==> src/rtl/hwseq_pkg.sv <==
package hwseq_pkg;
    localparam int OPC_W  = 4;
    localparam int ADDR_W = 3;
    localparam int NSTEPS = 8;
    localparam int STEP_W = $clog2(NSTEPS);
    localparam int ALU_W  = 4;

    typedef enum logic [STEP_W-1:0] {
        ST_T0, ST_T1, ST_T2, ST_T3, ST_T4, ST_T5, ST_T6, ST_T7
    } step_e;

    typedef logic [ADDR_W-1:0] busaddr_t;

    localparam busaddr_t BUS_NONE = 3'd0;
    localparam busaddr_t BUS_MAR  = 3'd1;
    localparam busaddr_t BUS_PC   = 3'd2;
    localparam busaddr_t BUS_MBR  = 3'd3;
    localparam busaddr_t BUS_AC   = 3'd4;
    localparam busaddr_t BUS_MEM  = 3'd5;
    localparam busaddr_t BUS_IR   = 3'd7;

    localparam logic [ALU_W-1:0] ALU_ADD  = 4'b0001;
    localparam logic [ALU_W-1:0] ALU_SUB  = 4'b0010;
    localparam logic [ALU_W-1:0] ALU_CLR  = 4'b0100;
    localparam logic [ALU_W-1:0] ALU_IDLE = 4'b1000;

    localparam logic [OPC_W-1:0] OP_LOAD  = 4'h1;
    localparam logic [OPC_W-1:0] OP_STORE = 4'h2;
    localparam logic [OPC_W-1:0] OP_ADD   = 4'h3;
    localparam logic [OPC_W-1:0] OP_SUBT  = 4'h4;
    localparam logic [OPC_W-1:0] OP_JUMP  = 4'h9;
    localparam logic [OPC_W-1:0] OP_CLEAR = 4'hA;

    typedef struct packed {
        busaddr_t           rd;
        busaddr_t           wr;
        logic [ALU_W-1:0]   alu;
        logic               cr;
    } ctrl_t;
endpackage

==> src/rtl/hwseq_step_ctr.sv <==
module hwseq_step_ctr
    import hwseq_pkg::*;
(
    input  logic  clk,
    input  logic  rst_n,
    input  logic  cnt_rst,
    output step_e step
);
    step_e state_q;
    step_e state_d;

    always_ff @(posedge clk or negedge rst_n) begin
        if (!rst_n) state_q <= ST_T0;
        else        state_q <= state_d;
    end

    always_comb begin
        state_d = ST_T0;
        if (!cnt_rst) begin
            unique case (state_q)
                ST_T0: state_d = ST_T1;
                ST_T1: state_d = ST_T2;
                ST_T2: state_d = ST_T3;
                ST_T3: state_d = ST_T4;
                ST_T4: state_d = ST_T5;
                ST_T5: state_d = ST_T6;
                ST_T6: state_d = ST_T7;
                ST_T7: state_d = ST_T0;
            endcase
        end
    end

    assign step = state_q;
endmodule

==> src/rtl/hwseq_timing_dec.sv <==
module hwseq_timing_dec
    import hwseq_pkg::*;
(
    input  step_e             step,
    output logic [NSTEPS-1:0] timing
);
    for (genvar k = 0; k < NSTEPS; k++) begin : g_tline
        assign timing[k] = (step == step_e'(k));
    end
endmodule

==> src/rtl/hwseq_ctrl_dec.sv <==
module hwseq_ctrl_dec
    import hwseq_pkg::*;
(
    input  logic [OPC_W-1:0]  opcode,
    input  logic [NSTEPS-1:0] timing,
    output ctrl_t             ctrl
);
    logic is_store;

    assign is_store = (opcode == OP_STORE);

    always_comb begin
        ctrl.rd  = BUS_NONE;
        ctrl.wr  = BUS_NONE;
        ctrl.alu = ALU_IDLE;
        ctrl.cr  = 1'b0;
        case (opcode)
            OP_LOAD, OP_STORE, OP_ADD, OP_SUBT: begin
                if (timing[0]) begin
                    ctrl.rd = BUS_IR;
                    ctrl.wr = BUS_MAR;
                end
                if (timing[1]) begin
                    ctrl.rd = is_store ? BUS_AC : BUS_MEM;
                    ctrl.wr = BUS_MBR;
                end
                if (timing[2]) begin
                    ctrl.rd = BUS_MBR;
                    ctrl.wr = is_store ? BUS_MEM : BUS_AC;
                    if (opcode == OP_ADD)  ctrl.alu = ALU_ADD;
                    if (opcode == OP_SUBT) ctrl.alu = ALU_SUB;
                end
                ctrl.cr = |timing[NSTEPS-1:3];
            end
            OP_JUMP: begin
                if (timing[0]) begin
                    ctrl.rd = BUS_IR;
                    ctrl.wr = BUS_PC;
                end
                ctrl.cr = |timing[NSTEPS-1:1];
            end
            OP_CLEAR: begin
                if (timing[0]) begin
                    ctrl.wr  = BUS_AC;
                    ctrl.alu = ALU_CLR;
                end
                ctrl.cr = |timing[NSTEPS-1:1];
            end
            default: ctrl.cr = 1'b1;
        endcase
    end
endmodule

==> src/rtl/hwseq_top.sv <==
module hwseq_top
    import hwseq_pkg::*;
(
    input  logic              clk,
    input  logic              rst_n,
    input  logic [OPC_W-1:0]  opcode,
    output logic [NSTEPS-1:0] timing,
    output logic [ADDR_W-1:0] rd_sel,
    output logic [ADDR_W-1:0] wr_sel,
    output logic [ALU_W-1:0]  alu_sel,
    output logic              cnt_rst
);
    step_e step;
    ctrl_t ctrl;

    hwseq_step_ctr u_ctr (
        .clk     (clk),
        .rst_n   (rst_n),
        .cnt_rst (ctrl.cr),
        .step    (step)
    );

    hwseq_timing_dec u_tdec (
        .step   (step),
        .timing (timing)
    );

    hwseq_ctrl_dec u_cdec (
        .opcode (opcode),
        .timing (timing),
        .ctrl   (ctrl)
    );

    assign rd_sel  = ctrl.rd;
    assign wr_sel  = ctrl.wr;
    assign alu_sel = ctrl.alu;
    assign cnt_rst = ctrl.cr;
endmodule

==> config.mk <==
export PLATFORM = sky130hd
export DESIGN_NAME = hwseq_top
export DESIGN_NICKNAME = d
export VERILOG_FILES = /design/src/rtl/hwseq_pkg.sv /design/src/rtl/hwseq_step_ctr.sv /design/src/rtl/hwseq_timing_dec.sv /design/src/rtl/hwseq_ctrl_dec.sv /design/src/rtl/hwseq_top.sv
export SDC_FILE = /design/constraint.sdc
export NUM_CORES = 1
export LEC_CHECK = 0
export BUFFER_PORTS_ARGS = -buffer_cell sky130_fd_sc_hd__buf_4
export CAP_MARGIN = 20
export CORE_UTILIZATION = 39
export CTS_BUF_LIST = sky130_fd_sc_hd__clkbuf_4 sky130_fd_sc_hd__clkbuf_8
export DETAILED_ROUTE_END_ITERATION = 12
export GPL_ROUTABILITY_DRIVEN = 0
export PLACE_DENSITY = 0.65
export SYNTH_ARGS = -nofsm -noshare
export SYNTH_HDL_FRONTEND = slang
export SYNTH_SLANG_ARGS = --single-unit
export TNS_END_PERCENT = 1
==> constraint.sdc <==
create_clock -name clk -period 1.95 [get_ports clk]
set_input_delay 0.39 -clock clk [delete_from_list [all_inputs] [get_ports clk]]
set_output_delay 0.39 -clock clk [all_outputs]
set_load 0.02 [all_outputs]
==> impl_metrics.json <==
{
  "cp-end-kind": "output pin",
  "rr_worst_depth": 7,
  "syn_nets": 73,
  "wl_per_cell_um": 12.7,
  "core-area_mm2": 0.00117,
  "die_height_um": 38.4,
  "slowest_delay_ns": 0.41,
  "hold_class": "input port to async pin",
  "synth_edf_count": 0,
  "yosysSeqAreaShare": 0.145,
  "leakage_nw": 0.479,
  "setup_viol": 6,
  "port_buffers": 24,
  "finalPower_mw": 0.496,
  "final.setup.worst_slack_ns": -0.121,
  "hold_violations": 0,
  "die_area_mm2": 0.00147,
  "ioPinCount": 25,
  "worst_clock_skew_ns": 0.000706,
  "grt_first_pass_wirelength_um": 2450,
  "row_count": 12,
  "synth_seq_cells": 3,
  "grt_max_degree": 14,
  "grt_pass1_vias": 610,
  "drv_slew": 0,
  "status": "complete, but fails checks",
  "ys_warn_count": 0,
  "drtIter0Drc": 5,
  "syn-cell-area_um2": 517,
  "gr-total-overflow": 0,
  "clock-sinks": 3,
  "avgSynthCellArea_um2": 8.33,
  "tightest_slew_ns": 0.441,
  "cts_tree": "yes",
  "regArea_um2": 75.1,
  "fmax_mhz": 483,
  "antenna_cells": 0,
  "cp_top_family": "simple AND/OR/NAND/NOR gates",
  "async_reset_ff_frac": 1.00,
  "syn_inst": 62,
  "r2r-start": "u_ctr.step[1]",
  "irDropWorstVdd_v": 0.000407,
  "yosys_most_used_dff": "dfrtp_1",
  "synth.top_cell.area_share": 0.145,
  "clk_latency_ns": 0.23,
  "r2r_end": "u_ctr.step[1]",
  "path_buf_inv": 2,
  "crit_required_ns": 1.56,
  "num_vias": 594,
  "violations": "negative setup slack",
  "totalWireLength_um": 1510,
  "drive_gt1_frac": 0.590,
  "yosysUniqueCellTypes": 32,
  "fin_crit_sh": 1.06,
  "netlist.top_cell.by_area": "dfrtp_1",
  "ys_top_cells_by_count": "7 x inv_1, 5 x ha_1, 5 x nor2b_1",
  "path_cells": "inv_2 -> ha_4 -> or3_4 -> a21oi_4 -> nand3_2 -> buf_6",
  "dp_slack_ns": -0.0468,
  "yosysMostFrequentCell": "inv_1",
  "areaGrowthSynthToFinish_pct": 85.0,
  "power_density_mw_per_mm2": 518,
  "cp_max_fo": 3,
  "viasPerCell": 4.99,
  "num-fill-cells": 80,
  "cp_slowest_cell": "dfrtp_1",
  "antenna_found_initial": 0,
  "drc_errors": 0,
  "root_buffer": "clkbuf_4",
  "die_w_um": 38.4,
  "grt_usage": 0.245,
  "largest_reg_flops": 3,
  "clock_path_buffers": 2,
  "period_needed_ns": 2.07,
  "cp.arrival_ns": 1.68,
  "rsz0062_at_grt": "true",
  "ant_nets": 0,
  "multi_input_area_um2": 482,
  "start_util": 0.441,
  "path_class": "flop to output pin",
  "cp-start-kind": "flop",
  "cts.reportedPaths.clkPinSlew_ns": 0.04,
  "numCtsBuffers": 3,
  "dp_hpwl_um": 992,
  "synth.area.top_cells": "dfrtp_1 15%, ha_1 12%, nor2b_1 6.1%, a2111oi_4 5.3%, inv_1 5.1%",
  "cap_violations": 0,
  "htreeDepth": 1,
  "detail_route.first_pass.iterations": 2,
  "r2r_setup_slack_ns": 0.26,
  "postLayoutCoreUtil": 0.816,
  "nNetsFinal": 117,
  "slew_headroom": 0.705
}
[routing by layer]
metal | vias up | share of wire | wire length, µm | track usage
met3 | 0 | 0.036 | 54 | 0.0581
met4 | 0 | 0 | 0 | 0.164
met2 | 14 | 0.51 | 763 | 0.428
met1 | 265 | 0.46 | 689 | 0.257
li1 | 315 | - | - | -
met5 | - | 0 | 0 | 0
[cell families after synthesis]
logic type | after synthesis | synth area share
adder cells (fa/ha/maj) | 5 | 0.121
buffers and inverters | 10 | 0.102
AO/OA/AOI/OAI | 9 | 0.186
AND/OR/NAND/NOR | 34 | 0.429
XOR/XNOR | 1 | 0.0170
flip-flops | 3 | 0.145
[metrics by stage]
stage	hold WS (ns)	instances	setup TNS [ns]	instance area (µm²)
2_1_floorplan	0.0944	62	-0.137	534
3_3_place_gp	0.180	109	-0.0993	796
3_5_place_dp	0.181	109	-0.120	796
4_1_cts	0.485	119	-0.355	946
5_1_grt	0.502	119	-1.03	956
6_report	0.489	119	-0.424	956
[worst reg2reg max path: stages (launching register included)]
cell and delay [ns]:
dfrtp_1 0.41, inv_2 0.09, ha_4 0.17, or3_4 0.40, a21oi_4 0.16, buf_4 0.13, buf_4 0.09, and4_1 0.18
[area by class of cell]
cell class	instances	share of cell area
sequential	3	0.0785
inverter	7	0.0275
multi-input combinational	49	0.504
tap	14	0.0183
timing repair buffer	42	0.340
clock buffer	4	0.0314
[worst max path at each step]
stage / from / to / slack [ns] / depth (start not counted)
floorplan: u_ctr.step[0] / cnt_rst / -0.04 / 5
global placement: opcode[0] / wr_sel[0] / -0.04 / 5
detailed placement: opcode[0] / wr_sel[0] / -0.05 / 5
CTS: u_ctr.step[1] / cnt_rst / -0.09 / 6
global route: u_ctr.step[1] / cnt_rst / -0.19 / 6
finish: u_ctr.step[1] / cnt_rst / -0.12 / 6
[report_power, final]
group / switching (mW) / internal, mW
registers: 0.00577 / 0.0680
logic: 0.152 / 0.150
clock network: 0.0296 / 0.0904
total: 0.187 / 0.309
[layout by cell type (no fill, tap or decap), types with 2 or more instances in the layout]
cell / count
nand2b_1: 2
and2_1: 4
ha_1: 2
buf_4: 39
inv_2: 2
nor2b_1: 4
nor2_1: 3
ha_4: 3
clkbuf_4: 4
inv_1: 5
o31ai_2: 3
dfrtp_1: 3
nand3_1: 2
nand4b_1: 2
buf_6: 2
[timing repair]
item | in CTS | in global routing
setup buffers | 5 | 0
hold endpoints to repair | 3 | 0
pin swaps | 3 | 1
gates resized for setup | 15 | 2
hold buffers | 1 | 0
setup endpoints to repair | 10 | 8
No activity file was read; power rests on OpenSTA's default activity.
